$ cat src/rtl/phyinit_pkg.sv
`timescale 1ns/1ps
package phyinit_pkg;
    localparam int DATA_W   = 32;
    localparam int FIELD_W  = 4;
    localparam int NFIELDS  = 4;
    localparam int FLDS_W   = FIELD_W * NFIELDS;

    // bit positions software and the sequencer agree on
    localparam int TRIG_BIT = 31;
    localparam int SLOW_BIT = 29;
    localparam int SDIO_BIT = 28;
    localparam int RST_LSB  = 0;
    localparam int GAP_LSB  = 4;
    localparam int EN_LSB   = 8;
    localparam int WAIT_LSB = 12;

    localparam logic [DATA_W-1:0] WMASK =
        (DATA_W'(1) << TRIG_BIT) | (DATA_W'(1) << SLOW_BIT) |
        (DATA_W'(1) << SDIO_BIT) | ((DATA_W'(1) << FLDS_W) - DATA_W'(1));

    typedef enum logic [2:0] {
        PH_IDLE = 3'd0,
        PH_EN   = 3'd1,
        PH_GAP  = 3'd2,
        PH_RST  = 3'd3,
        PH_WAIT = 3'd4,
        PH_TAIL = 3'd5
    } phase_e;

    localparam int NPH = 6;
endpackage

$ cat src/rtl/phyinit_regs.sv
`timescale 1ns/1ps
module phyinit_regs
    import phyinit_pkg::*;
#(
    parameter int ADDR_W = 8,
    parameter logic [ADDR_W-1:0] REG_ADDR = 8'h70
) (
    input  logic                clk_i,
    input  logic                rst_ni,
    input  logic                wr_i,
    input  logic                rd_i,
    input  logic [ADDR_W-1:0]   addr_i,
    input  logic [DATA_W-1:0]   wdata_i,
    input  logic                busy_i,
    input  logic                finish_i,
    output logic                start_o,
    output logic [DATA_W-1:0]   rdata_o,
    output logic [FLDS_W-1:0]   fields_o,
    output logic                slow_o,
    output logic                sdio_o
);
    typedef struct packed {
        logic [DATA_W-1:0] cfg;
        logic [DATA_W-1:0] rdata;
    } rs_t;

    rs_t rs_d, rs_q;
    logic hit, wr_ok;

    always_comb begin
        rs_d   = rs_q;
        hit    = (addr_i == REG_ADDR);
        wr_ok  = wr_i && hit && !busy_i;
        start_o = wr_ok && wdata_i[TRIG_BIT];
        if (wr_ok) begin
            rs_d.cfg = wdata_i & WMASK;
        end
        if (finish_i) begin
            rs_d.cfg[TRIG_BIT] = 1'b0;
        end
        rs_d.rdata = (rd_i && hit) ? rs_q.cfg : '0;
    end

    always_ff @(posedge clk_i or negedge rst_ni) begin
        if (!rst_ni) rs_q <= '0;
        else         rs_q <= rs_d;
    end

    assign rdata_o  = rs_q.rdata;
    assign fields_o = rs_q.cfg[FLDS_W-1:0];
    assign slow_o   = rs_q.cfg[SLOW_BIT];
    assign sdio_o   = rs_q.cfg[SDIO_BIT];


    fields_frozen_chk: assert property (@(posedge clk_i) disable iff (!rst_ni)
        busy_i |=> $stable(rs_q.cfg[FLDS_W-1:0]));

    mode_hold_chk: assert property (@(posedge clk_i) disable iff (!rst_ni)
        busy_i |=> ($stable(slow_o) && $stable(sdio_o)));

    trig_set_busy_chk: assert property (@(posedge clk_i) disable iff (!rst_ni)
        busy_i |-> rs_q.cfg[TRIG_BIT]);
endmodule

$ cat src/rtl/phyinit_pick.sv
`timescale 1ns/1ps
module phyinit_pick
    import phyinit_pkg::*;
#(
    parameter int CNT_W = 4,
    parameter int TAIL_CYCLES = 8
) (
    input  phase_e              cur_i,
    input  logic [FLDS_W-1:0]   fields_i,
    output phase_e              nxt_o,
    output logic [CNT_W-1:0]    load_o
);
    localparam int LEN_W = CNT_W + 1;

    logic [LEN_W-1:0] len [NPH];
    logic found;

    always_comb begin
        len[0] = '0;
        len[1] = LEN_W'(fields_i[EN_LSB   +: FIELD_W]);
        len[2] = LEN_W'(fields_i[GAP_LSB  +: FIELD_W]);
        len[3] = LEN_W'(fields_i[RST_LSB  +: FIELD_W]);
        len[4] = LEN_W'(fields_i[WAIT_LSB +: FIELD_W]);
        len[5] = LEN_W'(TAIL_CYCLES);
        nxt_o  = PH_IDLE;
        load_o = '0;
        found  = 1'b0;
        for (int i = 0; i < NPH; i++) begin
            if (!found && (i > int'(cur_i)) && (len[i] != '0)) begin
                found  = 1'b1;
                nxt_o  = phase_e'(3'(i));
                load_o = CNT_W'(len[i] - LEN_W'(1));
            end
        end
    end
endmodule

$ cat src/rtl/phyinit_fsm.sv
`timescale 1ns/1ps
module phyinit_fsm
    import phyinit_pkg::*;
#(
    parameter int TAIL_CYCLES = 8
) (
    input  logic                clk_i,
    input  logic                rst_ni,
    input  logic                start_i,
    input  logic [FLDS_W-1:0]   fields_i,
    output logic                finish_o,
    output logic                busy_o,
    output logic                done_o,
    output logic                sync_en_o,
    output logic                sync_rst_o
);
    localparam int TAIL_W = (TAIL_CYCLES > 1) ? $clog2(TAIL_CYCLES) : 1;
    localparam int CNT_W  = (FIELD_W > TAIL_W) ? FIELD_W : TAIL_W;

    typedef struct packed {
        phase_e           phase;
        logic [CNT_W-1:0] cnt;
        logic             done;
    } st_t;

    st_t st_d, st_q;
    phase_e nxt;
    logic [CNT_W-1:0] load;

    phyinit_pick #(.CNT_W(CNT_W), .TAIL_CYCLES(TAIL_CYCLES)) u_pick (
        .cur_i   (st_q.phase),
        .fields_i(fields_i),
        .nxt_o   (nxt),
        .load_o  (load)
    );

    always_comb begin
        st_d      = st_q;
        st_d.done = 1'b0;
        finish_o  = 1'b0;
        if (st_q.phase == PH_IDLE) begin
            if (start_i) begin
                st_d.phase = nxt;
                st_d.cnt   = load;
            end
        end else if (st_q.cnt == '0) begin
            st_d.phase = nxt;
            st_d.cnt   = load;
            if (nxt == PH_IDLE) begin
                finish_o  = 1'b1;
                st_d.done = 1'b1;
            end
        end else begin
            st_d.cnt = st_q.cnt - CNT_W'(1);
        end
    end

    always_ff @(posedge clk_i or negedge rst_ni) begin
        if (!rst_ni) st_q <= '{phase: PH_IDLE, cnt: '0, done: 1'b0};
        else         st_q <= st_d;
    end

    assign busy_o     = (st_q.phase != PH_IDLE);
    assign done_o     = st_q.done;
    assign sync_en_o  = (st_q.phase == PH_EN);
    assign sync_rst_o = (st_q.phase == PH_RST);


    start_cause_chk: assert property (@(posedge clk_i) disable iff (!rst_ni)
        $rose(busy_o) |-> $past(start_i));

    done_on_fall_chk: assert property (@(posedge clk_i) disable iff (!rst_ni)
        $fell(busy_o) |-> done_o);

    done_single_chk: assert property (@(posedge clk_i) disable iff (!rst_ni)
        done_o |=> !done_o);

    en_zero_chk: assert property (@(posedge clk_i) disable iff (!rst_ni)
        sync_en_o |-> (fields_i[EN_LSB +: FIELD_W] != '0));

    rst_zero_chk: assert property (@(posedge clk_i) disable iff (!rst_ni)
        sync_rst_o |-> (fields_i[RST_LSB +: FIELD_W] != '0));
endmodule

$ cat src/rtl/phyinit_seq.sv
`timescale 1ns/1ps
module phyinit_seq
    import phyinit_pkg::*;
#(
    parameter int ADDR_W = 8,
    parameter logic [ADDR_W-1:0] REG_ADDR = 8'h70,
    parameter int TAIL_CYCLES = 8
) (
    input  logic                clk_i,
    input  logic                rst_ni,
    input  logic                reg_wr_i,
    input  logic                reg_rd_i,
    input  logic [ADDR_W-1:0]   reg_addr_i,
    input  logic [31:0]         reg_wdata_i,
    output logic [31:0]         reg_rdata_o,
    output logic                sync_en_o,
    output logic                sync_rst_o,
    output logic                busy_o,
    output logic                done_o,
    output logic                slow_mode_o,
    output logic                sdio_mode_o
);
    logic start, finish;
    logic [FLDS_W-1:0] fields_q, fields_eff;

    phyinit_regs #(.ADDR_W(ADDR_W), .REG_ADDR(REG_ADDR)) u_regs (
        .clk_i   (clk_i),
        .rst_ni  (rst_ni),
        .wr_i    (reg_wr_i),
        .rd_i    (reg_rd_i),
        .addr_i  (reg_addr_i),
        .wdata_i (reg_wdata_i),
        .busy_i  (busy_o),
        .finish_i(finish),
        .start_o (start),
        .rdata_o (reg_rdata_o),
        .fields_o(fields_q),
        .slow_o  (slow_mode_o),
        .sdio_o  (sdio_mode_o)
    );

    // a starting write supplies the phase lengths before they land in the register
    assign fields_eff = start ? reg_wdata_i[FLDS_W-1:0] : fields_q;

    phyinit_fsm #(.TAIL_CYCLES(TAIL_CYCLES)) u_fsm (
        .clk_i     (clk_i),
        .rst_ni    (rst_ni),
        .start_i   (start),
        .fields_i  (fields_eff),
        .finish_o  (finish),
        .busy_o    (busy_o),
        .done_o    (done_o),
        .sync_en_o (sync_en_o),
        .sync_rst_o(sync_rst_o)
    );
endmodule

$ cat config.mk
export PLATFORM = sky130hd
export DESIGN_NAME = phyinit_seq
export DESIGN_NICKNAME = d
export VERILOG_FILES = /design/src/rtl/phyinit_pkg.sv /design/src/rtl/phyinit_regs.sv /design/src/rtl/phyinit_pick.sv /design/src/rtl/phyinit_fsm.sv /design/src/rtl/phyinit_seq.sv
export SDC_FILE = /design/constraint.sdc
export NUM_CORES = 1
export LEC_CHECK = 0
export BUFFER_PORTS_ARGS = -buffer_cell sky130_fd_sc_hd__buf_2
export CAP_MARGIN = 20
export CORE_MARGIN = 2
export CORE_UTILIZATION = 53
export CTS_CLUSTER_DIAMETER = 100
export CTS_CLUSTER_SIZE = 30
export DETAILED_ROUTE_END_ITERATION = 6
export PLACE_DENSITY_LB_ADDON = 0.3
export SLEW_MARGIN = 20
export SYNTH_ARGS = -nofsm -noshare
export SYNTH_HDL_FRONTEND = slang
export SYNTH_SLANG_ARGS = --single-unit
$ cat constraint.sdc
create_clock -name clk_i -period 3.8 [get_ports clk_i]
set_input_delay 0.19 -clock clk_i [delete_from_list [all_inputs] [get_ports clk_i]]
set_output_delay 0.19 -clock clk_i [all_outputs]
set_load 0.02 [all_outputs]
==> metrics <==
CP max-delay cell=dfrtp_1; Critical Path Start Type=register; Distinct cells, synth=54; Crit Path Max Fanout=13; DIE AREA=6102 µm²; CTS tree=done; crit-path cells=nor4b_4 > nand4_2 > mux2i_1 > ha_1 > nor4bb_1 > a41oi_1 > o21ai_2 > inv_1 > or3_1 > o211ai_1 > nor4_1 > o21ai_1; clock latency on the worst-skew pair=300 ps; syn avg cell area=10.22 µm²; clock transition at the registers of the reported paths=80 ps; Seq cells post-synth=46; Initial Utilization=55.94%; fin nets=375; Final Skew=4.221 ps; slew margin rel.=60.13%; synthesized instance count=285; Post-Route WL=5.651 mm; family with the most delay on the worst path=simple AND/OR/NAND/NOR gates; hold crit path type=in2reg; CTS Root Cell=clkbuf_8; max_cap viols=0; TritonCTS Buffers=5; Antenna Cells=0; Power per Cell Area=470.4 nW/µm²; worst-case clock buffer depth=2; Max Freq=0.2979 GHz; sequential cell area fraction in the yosys report=39.54%; Leakage=1.689 nW; Die Y=78.12 µm; Main synth FF type=dfrtp_1; Setup CP Type=reg2reg; most common cell after layout, fill and taps aside=buf_2; largest net degree at the start of global routing=47; number of global-route vias before repair=2,062; crit path buf inv count=1; detailed-route DRC error count=0; fin crit share=88.32%; Fin Setup TNS=0 ps; Cell Rows=26; RSZ-0062 raised after global routing=no; DP HPWL=4.306 mm; GP Congestion=0.8606; vias post-DR=2,162; Slew Viols, Final=0; drt pass-1 iters=4; Fin. Hold Viols=0; area grow syn2layout=9.884%; CP endpoint kind=register; worst-margin pin slew=598.0 ps; Congestion Overflow GR=0; Cells after DPL=387; asr flop ratio synth=100.0%; status=finished, final reports clean; EDFF count, synth=0; Die Wd=78.12 µm; IO Port Bufs=55; Max VDD drop=0.3101 mV; post-CTS setup buffer count=0; 1st-iter DRT viols=87; most frequent cells in the layout=54 x buf_2, 46 x dfrtp_1, 21 x nor2_1, 21 x and2_1, 18 x mux2_2; Synth Cell Area=2912 µm²; via-per-instance ratio=5.460; Tot GR Track Use=19.15%; share of layout cells above drive strength 1=30.37%; core area=5205 µm²; clk sink count=46; final setup vio count=0; first-pass GRT wire length=9.363 mm; ANT nets after route=0; final worst path period need=3356 ps; yosys synthesis warning count=0; CP required=4020 ps; wire length per cell=14.27 µm; initial antenna violation count=0; Layout Cells excl Fill=396; I/O pins=82; H-tree depth=2; Worst EP arrival=3580 ps; CP peak stage delay=410 ps
==> per-stage QoR <==
stage	total power [mW]	setup slack [ps]	hold slack (ps)	utilization, %	area (µm²)
after global routing	1.615	299.5	129.5	61.47	3199
after global placement	1.160	500.9	408.8	59.21	3082
after floorplan	1.037	413.4	-105.6	-	2957
final	1.505	443.7	126.2	61.47	3199
after detailed placement	1.180	460.4	421.1	59.21	3082
after CTS	1.515	470.1	97.67	61.23	3187
==> path summary, 6_finish.rpt <==
| path | from | end | slack (ps) | depth (start not counted) |
|---|---|---|---|---|
| max in group asynchronous | rst_ni | u_regs.fields_o[2]$_DFFE_PN0N_ | 2970 | 2 |
| min in group asynchronous | rst_ni | u_fsm.done_o$_DFF_PN0_ | 410 | 2 |
| min reg2reg | u_regs.rs_q[63]$_DFFE_PN0P_ | u_regs.rdata_o[31]$_DFF_PN0_ | 500 | 1 |
| min | reg_wdata_i[28] | u_regs.sdio_o$_DFFE_PN0N_ | 130 | 2 |
| max reg2reg | u_fsm.st_q[6]$_DFFE_PN0P_ | u_fsm.st_q[2]$_DFFE_PN0P_ | 440 | 12 |
| max | u_fsm.st_q[6]$_DFFE_PN0P_ | u_fsm.st_q[2]$_DFFE_PN0P_ | 440 | 12 |
==> final cells by class <==
class / count / area, µm²
Clock inverter: 1 / 8.758
Timing Repair Buffer: 63 / 340.3
Clock buffer: 7 / 96.34
Multi-Input combinational cell: 204 / 1496
Sequential cell: 46 / 1151
Tap cell: 70 / 87.58
Inverter: 5 / 18.77
Fill cell: 451 / 2006
==> where the power goes <==
| group | total [mW] | leakage, nW | internal (mW) | switching [mW] |
|---|---|---|---|---|
| clock network | 0.328 | 0.0544 | 0.167 | 0.161 |
| logic | 0.599 | 1.01 | 0.242 | 0.357 |
| registers | 0.578 | 0.629 | 0.539 | 0.0388 |
==> sequential cells by signal (all words and copies together) (netlist names) <==
signal and flops:
u_fsm.done_o 1, u_fsm.st_q 7, u_regs.fields_o 16, u_regs.rdata_o 19
u_regs.rs_q 1, u_regs.sdio_o 1, u_regs.slow_o 1
==> worst register-to-register path: stages, from the launching register on <==
cell and delay (ps):
dfrtp_1 410, nor4b_4 310, nand4_2 240, mux2i_1 290
ha_1 210, nor4bb_1 350, a41oi_1 180, o21ai_2 280
inv_1 200, or3_1 390, o211ai_1 170, nor4_1 90
o21ai_1 150
==> layer usage <==
layer | share of wire (%) | up-vias | GRT usage (%)
li1 | - | 1050 | -
met1 | 43 | 1053 | 25.26
met2 | 52 | 53 | 32.67
met3 | 4.2 | 6 | 2.874
met4 | 0.74 | 0 | 5.789
met5 | 0 | - | 0
==> what timing repair did <==
action | in CTS | in global routing
setup endpoints to repair | 0 | 0
gates resized for setup | 0 | 0
hold buffers | 0 | 1
hold endpoints to repair | 0 | 46
==> kinds of logic after synthesis <==
| group | after synthesis | share of synthesized area [%] |
|---|---|---|
| fa+ha+maj | 6 | 2.578 |
| flops | 46 | 39.54 |
| simple gates | 98 | 20.80 |
| buf+inv | 47 | 10.61 |
| other cells | 1 | 0.1288 |
| mux | 33 | 12.98 |
| xor+xnor | 10 | 3.008 |
| compound gates | 44 | 10.36 |
==> cell usage after synthesis (all sizes together), types with 4 or more instances <==
cell / number / area, µm²
and2: 21 / 131.4
nand2: 12 / 45.04
nor4: 4 / 40.04
mux2i: 15 / 175.2
xor2: 7 / 61.31
nor2: 21 / 78.83
a21oi: 13 / 68.82
dfrtp: 46 / 1151
inv: 5 / 18.77
ha: 6 / 75.07
nor3: 10 / 61.31
nand2b: 4 / 25.02
nand3: 4 / 20.02
buf: 40 / 282.8
o21ai: 13 / 68.82
mux2: 18 / 202.7
(Power assumes the default switching activity.)
